[src/rtl/adc_seq_pkg.sv]
package adc_seq_pkg;
  typedef enum logic [1:0] {
    ST_IDLE = 2'd0,
    ST_REQ  = 2'd1,
    ST_WAIT = 2'd2
  } seq_state_e;
endpackage

[src/rtl/adc_chan_list.sv]
module adc_chan_list #(
  parameter int DEPTH  = 16,
  parameter int CHAN_W = 5,
  localparam int AW    = $clog2(DEPTH)
) (
  input  logic              clk,
  input  logic              rst_n,
  input  logic              wr_en,
  input  logic [AW-1:0]     wr_addr,
  input  logic [CHAN_W-1:0] wr_data,
  input  logic [AW-1:0]     rd_idx,
  output logic [CHAN_W-1:0] rd_chan
);
  wire logic [DEPTH*CHAN_W-1:0] flat;

  for (genvar g = 0; g < DEPTH; g++) begin : g_ent
    logic [CHAN_W-1:0] q;
    always_ff @(posedge clk or negedge rst_n) begin
      if (!rst_n)                              q <= '0;
      else if (wr_en && wr_addr == AW'(g))     q <= wr_data;
    end
    assign flat[g*CHAN_W +: CHAN_W] = q;
  end

  assign rd_chan = flat[rd_idx*CHAN_W +: CHAN_W];
endmodule

[src/rtl/adc_burst_ctrl.sv]
module adc_burst_ctrl
  import adc_seq_pkg::*;
#(
  parameter int DEPTH   = 16,
  parameter int BURST_W = 3,
  localparam int AW     = $clog2(DEPTH)
) (
  input  logic               clk,
  input  logic               rst_n,
  input  logic               enable,
  input  logic               disc_mode,
  input  logic [BURST_W-1:0] burst_cfg,
  input  logic [AW-1:0]      len_cfg,
  input  logic               trigger,
  input  logic               req_ready,
  input  logic               res_valid,
  output logic               req_valid,
  output logic [AW-1:0]      pos,
  output logic               busy,
  output logic               res_take,
  output logic               seq_done
);
  seq_state_e         state_q, state_d;
  logic [AW-1:0]      pos_q, pos_d;
  logic [AW-1:0]      last_q, last_d;
  logic [BURST_W-1:0] cnt_q, cnt_d;
  logic [BURST_W-1:0] lim_q, lim_d;
  logic               disc_q, disc_d;
  logic               done_q;
  logic               at_end, burst_end;

  assign at_end    = (pos_q == last_q);
  assign burst_end = disc_q && (cnt_q == lim_q);
  assign res_take  = enable && (state_q == ST_WAIT) && res_valid;

  always_comb begin
    state_d = state_q;
    pos_d   = pos_q;
    last_d  = last_q;
    cnt_d   = cnt_q;
    lim_d   = lim_q;
    disc_d  = disc_q;
    unique case (state_q)
      ST_IDLE: begin
        if (trigger) begin
          state_d = ST_REQ;
          cnt_d   = '0;
          lim_d   = burst_cfg;
          last_d  = len_cfg;
          disc_d  = disc_mode;
          if (pos_q > len_cfg) pos_d = '0;
        end
      end
      ST_REQ: begin
        if (req_ready) state_d = ST_WAIT;
      end
      ST_WAIT: begin
        if (res_valid) begin
          cnt_d   = cnt_q + 1'b1;
          pos_d   = at_end ? '0 : pos_q + 1'b1;
          state_d = (at_end || burst_end) ? ST_IDLE : ST_REQ;
        end
      end
      default: state_d = ST_IDLE;
    endcase
    if (!enable) begin
      state_d = ST_IDLE;
      pos_d   = '0;
    end
  end

  always_ff @(posedge clk or negedge rst_n) begin
    if (!rst_n) begin
      state_q <= ST_IDLE;
      pos_q   <= '0;
      last_q  <= '0;
      cnt_q   <= '0;
      lim_q   <= '0;
      disc_q  <= 1'b0;
      done_q  <= 1'b0;
    end else begin
      state_q <= state_d;
      pos_q   <= pos_d;
      last_q  <= last_d;
      cnt_q   <= cnt_d;
      lim_q   <= lim_d;
      disc_q  <= disc_d;
      done_q  <= res_take && at_end;
    end
  end

  assign req_valid = (state_q == ST_REQ);
  assign busy      = (state_q != ST_IDLE);
  assign pos       = pos_q;
  assign seq_done  = done_q;
endmodule

[src/rtl/adc_result_reg.sv]
module adc_result_reg #(
  parameter int DATA_W = 16
) (
  input  logic              clk,
  input  logic              rst_n,
  input  logic              take,
  input  logic [DATA_W-1:0] din,
  input  logic              clr,
  input  logic              rd,
  output logic [DATA_W-1:0] dout,
  output logic              flag
);
  always_ff @(posedge clk or negedge rst_n) begin
    if (!rst_n) begin
      dout <= '0;
      flag <= 1'b0;
    end else begin
      if (take) dout <= din;
      if (take)           flag <= 1'b1;
      else if (clr || rd) flag <= 1'b0;
    end
  end
endmodule

[src/rtl/adc_burst_seq.sv]
module adc_burst_seq #(
  parameter int LIST_DEPTH = 16,
  parameter int CHAN_W     = 5,
  parameter int DATA_W     = 16,
  parameter int BURST_W    = 3,
  localparam int AW        = $clog2(LIST_DEPTH)
) (
  input  logic               clk,
  input  logic               rst_n,
  input  logic               enable,
  input  logic               disc_mode,
  input  logic [BURST_W-1:0] burst_cfg,
  input  logic [AW-1:0]      len_cfg,
  input  logic               list_we,
  input  logic [AW-1:0]      list_waddr,
  input  logic [CHAN_W-1:0]  list_wdata,
  input  logic               trigger,
  output logic               conv_req_valid,
  output logic [CHAN_W-1:0]  conv_req_chan,
  input  logic               conv_req_ready,
  input  logic               conv_res_valid,
  input  logic [DATA_W-1:0]  conv_res_data,
  output logic [DATA_W-1:0]  data_out,
  input  logic               data_rd,
  input  logic               eoc_clr,
  output logic               eoc_flag,
  output logic               seq_done,
  output logic               busy
);
  logic [AW-1:0] pos;
  logic          res_take;
  logic          busy_int;

  adc_burst_ctrl #(.DEPTH(LIST_DEPTH), .BURST_W(BURST_W)) u_ctrl (
    .clk       (clk),
    .rst_n     (rst_n),
    .enable    (enable),
    .disc_mode (disc_mode),
    .burst_cfg (burst_cfg),
    .len_cfg   (len_cfg),
    .trigger   (trigger),
    .req_ready (conv_req_ready),
    .res_valid (conv_res_valid),
    .req_valid (conv_req_valid),
    .pos       (pos),
    .busy      (busy_int),
    .res_take  (res_take),
    .seq_done  (seq_done)
  );

  adc_chan_list #(.DEPTH(LIST_DEPTH), .CHAN_W(CHAN_W)) u_list (
    .clk     (clk),
    .rst_n   (rst_n),
    .wr_en   (list_we && !busy_int),
    .wr_addr (list_waddr),
    .wr_data (list_wdata),
    .rd_idx  (pos),
    .rd_chan (conv_req_chan)
  );

  adc_result_reg #(.DATA_W(DATA_W)) u_res (
    .clk  (clk),
    .rst_n(rst_n),
    .take (res_take),
    .din  (conv_res_data),
    .clr  (eoc_clr),
    .rd   (data_rd),
    .dout (data_out),
    .flag (eoc_flag)
  );

  assign busy = busy_int;
endmodule

[config.mk]
export PLATFORM = sky130hd
export DESIGN_NAME = adc_burst_seq
export DESIGN_NICKNAME = d
export VERILOG_FILES = /design/src/rtl/adc_seq_pkg.sv /design/src/rtl/adc_chan_list.sv /design/src/rtl/adc_burst_ctrl.sv /design/src/rtl/adc_result_reg.sv /design/src/rtl/adc_burst_seq.sv
export SDC_FILE = /design/constraint.sdc
export NUM_CORES = 1
export LEC_CHECK = 0
export ABC_AREA = 1
export BUFFER_PORTS_ARGS = -buffer_cell sky130_fd_sc_hd__buf_2
export CORE_MARGIN = 5
export CORE_UTILIZATION = 50
export CTS_CLUSTER_DIAMETER = 30
export DETAILED_ROUTE_END_ITERATION = 10
export GPL_TIMING_DRIVEN = 0
export PLACE_DENSITY = 0.7
export SLEW_MARGIN = 15
export SYNTH_ARGS = -nofsm -noshare
export SYNTH_HDL_FRONTEND = slang
export SYNTH_HIERARCHICAL = 1
export SYNTH_SLANG_ARGS = --single-unit
[constraint.sdc]
create_clock -name clk -period 4.63 [get_ports clk]
set_clock_uncertainty 0.1 [all_clocks]
set_input_delay 0.463 -clock clk [delete_from_list [all_inputs] [get_ports clk]]
set_output_delay 0.463 -clock clk [all_outputs]
set_load 0.01 [all_outputs]
==> impl_metrics.yaml <==
timing:
  fin_setup_tns_ps: 0
  worst_slack_ps: 1890
  slew_viol_final: 0
  hold_viol_final: 0
  rsz_0062_raised_after_global_routing: "no"
  period_share_pct: 59.3
  hold_ws_ps: 147
  fmax_mhz: 364
  setup_viol: 0
  period_needed_ps: 2740
  worstMarginPinSlew_ps: 669
  max_slew_margin_pct: 55.4
detailed_routing:
  vias: 5043
  drtIter0Drc: 393
  detail_route.vias_per_cell: 5.05
  remaining_drc_errors: 0
  drt-pass1-iter-count: 5
  ant_nets: 0
  routedWlPerCell_um: 14.4
  detail_route.wirelength_um: 14400
cells_and_area:
  layout_overhead_on_the_synthesized_area_pct: 19.5
  post_route_cells_drive_above_1_share_pct: 16.2
  layout.cells.non_filler: 999
  fill_cells: 1025
  antennaDiodeCount: 0
  nets: 893
  finish.utilization_pct: 60.5
placed_design:
  place_hpwl_um: 10100
  numPortBuffers: 66
  dp_slack_ps: 2350
  placedCellCount: 968
  gpl.final_weighted_congestion: 0.924
synth:
  mappedNetlistArea_um2: 5760
  syn-mean-instance-area_um2: 7.60
  postSynthNetCount: 806
  synth_sequential_area_ratio_pct: 50.0
  post_synth_inst_count: 758
  yosysUniqueCellTypes: 32
  postSynthRegisterBits: 115
  synth.yosys.warnings: 6
die:
  floorplan.core_area_um2: 11400
  ios: 67
  std_cell_rows: 39
  dieWidth_um: 117
  start_util_pct: 50.7
  die_h_um: 117
  fp.dieArea_um2: 13800
power:
  power.ir.vdd_worst_mv: 0.299
  power.density_nw_per_um2: 593
  power.static_leakage_nw: 3.71
clock_tree:
  tritoncts: "built"
  cts_sinks: 115
  numCtsBuffers: 17
  clk-insertion-delay-late_ps: 410
  clk_root_buffer_cell: "sky130_fd_sc_hd__clkbuf_16"
  worst_path_clk_slew_ps: 50
  cts-htree-levels: 4
  cts.path.max_buffers: 2
global_routing:
  grt_pass1_wl_um: 24200
  grt_usage_pct: 21.9
  gr-total-overflow: 0
  antenna_found_initial: 0
  first_global_vias: 4750
  grt_start_max_net_pins: 77
worst_setup_path:
  setup.reg_to_reg.worst_slack_ps: 2670
  worstPathRequired_ps: 4070
  critical_path_peak_fanout: 10
  critical_path.slowest_cell: "sky130_fd_sc_hd__dfrtp_1"
  critical_path_arrival_ps: 2180
  worst-setup-path-type: "flop to output port"
  setup.worst_path.start_class: "flop"
  critical_path.endpoint_type: "output port"
  cell_breakdown_of_the_critical_path: "inv_1 -> clkbuf_1 -> nand3_1 -> nand3_1 -> nand3_1 -> nand2_1 -> buf_2"
  critical-path-max-stage-delay_ps: 500
  path_common_cell: "sky130_fd_sc_hd__nand3_1"
run_status:
  status: "completed"
worst_hold_path:
  hold_path.class: "input port to flop"
run:
  cap_violations: 0
-- final timing paths --
| path | startpoint | end | cells after the start |
|---|---|---|---|
| setup reg to reg | u_ctrl/state_q[1] | u_list/g_ent[11].q[3] | 8 |
| hold reg to reg | u_res/dout[0] | u_res/dout[0] | 2 |
| hold / removal | conv_res_data[8] | u_res/dout[8] | 3 |
| min in group asynchronous | rst_n | u_list/g_ent[0].q[2] | 2 |
| setup / recovery | u_ctrl/pos[1] | conv_req_chan[4] | 7 |
| max in group asynchronous | rst_n | u_res/flag | 3 |
-- Yosys cell counts --
library cell / count / area [um2]
sky130_fd_sc_hd__nand2_1: 290 / 1090
sky130_fd_sc_hd__inv_2: 3 / 11.3
sky130_fd_sc_hd__dfrtp_1: 115 / 2880
sky130_fd_sc_hd__inv_1: 104 / 390
sky130_fd_sc_hd__nand3_2: 1 / 10.0
sky130_fd_sc_hd__a21oi_2: 1 / 8.76
sky130_fd_sc_hd__nor2_4: 1 / 11.3
sky130_fd_sc_hd__clkbuf_8: 1 / 13.8
sky130_fd_sc_hd__ha_1: 6 / 75.1
sky130_fd_sc_hd__clkbuf_1: 11 / 41.3
sky130_fd_sc_hd__nand4_2: 1 / 12.5
sky130_fd_sc_hd__a22o_1: 1 / 8.76
sky130_fd_sc_hd__nor2_2: 6 / 37.5
sky130_fd_sc_hd__nand2_4: 4 / 45.0
sky130_fd_sc_hd__o21ai_0: 60 / 300
sky130_fd_sc_hd__o21ai_1: 29 / 145
sky130_fd_sc_hd__nor2_1: 22 / 82.6
sky130_fd_sc_hd__xnor2_1: 2 / 17.5
sky130_fd_sc_hd__inv_8: 1 / 11.3
sky130_fd_sc_hd__buf_4: 2 / 15.0
sky130_fd_sc_hd__or2_1: 1 / 6.26
sky130_fd_sc_hd__nand2_2: 12 / 75.1
sky130_fd_sc_hd__buf_6: 1 / 11.3
sky130_fd_sc_hd__nor3_1: 1 / 5.00
sky130_fd_sc_hd__nor3_4: 3 / 48.8
sky130_fd_sc_hd__and3_1: 1 / 6.26
sky130_fd_sc_hd__buf_2: 8 / 40.0
sky130_fd_sc_hd__clkinv_1: 1 / 3.75
sky130_fd_sc_hd__a21oi_1: 2 / 10.0
sky130_fd_sc_hd__xor2_1: 1 / 8.76
sky130_fd_sc_hd__nand3_1: 65 / 325
sky130_fd_sc_hd__buf_8: 1 / 15.0
-- stage by stage --
step / area, um2 / total power, mW
2_1_floorplan: 5760 / 2.43
3_3_place_gp: 6270 / 2.77
3_5_place_dp: 6300 / 2.82
4_1_cts: 6880 / 4.10
5_1_grt: 6880 / 4.39
6_report: 6880 / 4.08
-- layout by cell type (no fill, tap or decap), drive strengths merged --
master,synthesis,layout
a21oi,3,3
a22o,1,1
and3,1,1
buf,12,79
bufinv,0,2
clkbuf,12,37
clkinv,1,4
dfrtp,115,115
dlygate4sd3,0,1
ha,6,6
inv,108,108
nand2,306,306
nand3,66,66
nand4,1,1
nor2,29,29
nor3,4,4
o21ai,89,89
or2,1,1
xnor2,2,2
xor2,1,1
-- sequential cells by signal (all words and copies together) (netlist names) --
signal / count
u_list/g_ent.q: 80
u_res/dout: 16
u_ctrl/pos: 4
u_ctrl/cnt_q: 3
u_ctrl/lim_q: 3
u_ctrl/state_q: 2
u_res/flag: 1
u_ctrl/seq_done: 1
u_ctrl/last_q: 4
u_ctrl/disc_q: 1
-- worst max-delay path: cells and delay by family, from the launching register on --
kind	cells	cell delay [ps]
DFF	1	500
buffers and inverters	3	720
and+or+nand+nor	4	530
-- cell type report --
| cell class | instances | area, um2 | share of cell area [%] |
|---|---|---|---|
| inverters | 109 | 417 | 6.05 |
| repair buffers | 68 | 374 | 5.44 |
| flip-flops and latches | 115 | 2880 | 41.8 |
| clock buffers | 25 | 495 | 7.20 |
| plain buffers | 24 | 136 | 1.98 |
| well taps | 143 | 179 | 2.60 |
| multi-input cells | 510 | 2330 | 33.8 |
| clock inverters | 5 | 75.1 | 1.09 |
-- per-layer routing --
metal / up-vias / GRT usage (%) / share of wire, %
met2: 151 / 31.9 / 45
met5: - / 0 / 0
met3: 25 / 5.49 / 5.8
li1: 2519 / - / -
met4: 0 / 8.70 / 2.3
met1: 2348 / 31.3 / 47
-- what timing repair did --
item	in CTS	in global routing
gates resized for setup	0	0
buffers inserted	0	0
endpoints found under the hold margin	39	0
hold buffers	1	0
-- power breakdown --
group | switching (mW) | leakage, nW | internal (mW) | total (mW)
Clock | 0.428 | 0.283 | 0.839 | 1.27
Sequential | 0.215 | 1.46 | 1.43 | 1.64
Combinational | 0.709 | 1.96 | 0.461 | 1.17
Total | 1.35 | 3.71 | 2.73 | 4.08
-- logic make-up after synthesis --
kind of cell	after synthesis	synth area share, %
flip-flops	115	50.0
AO/OA/AOI/OAI	93	8.21
AND/OR/NAND/NOR	408	30.5
buffers and inverters	133	9.60
adder cells (fa/ha/maj)	6	1.30
XOR/XNOR	3	0.456
Power figures use the tool's default switching activity.
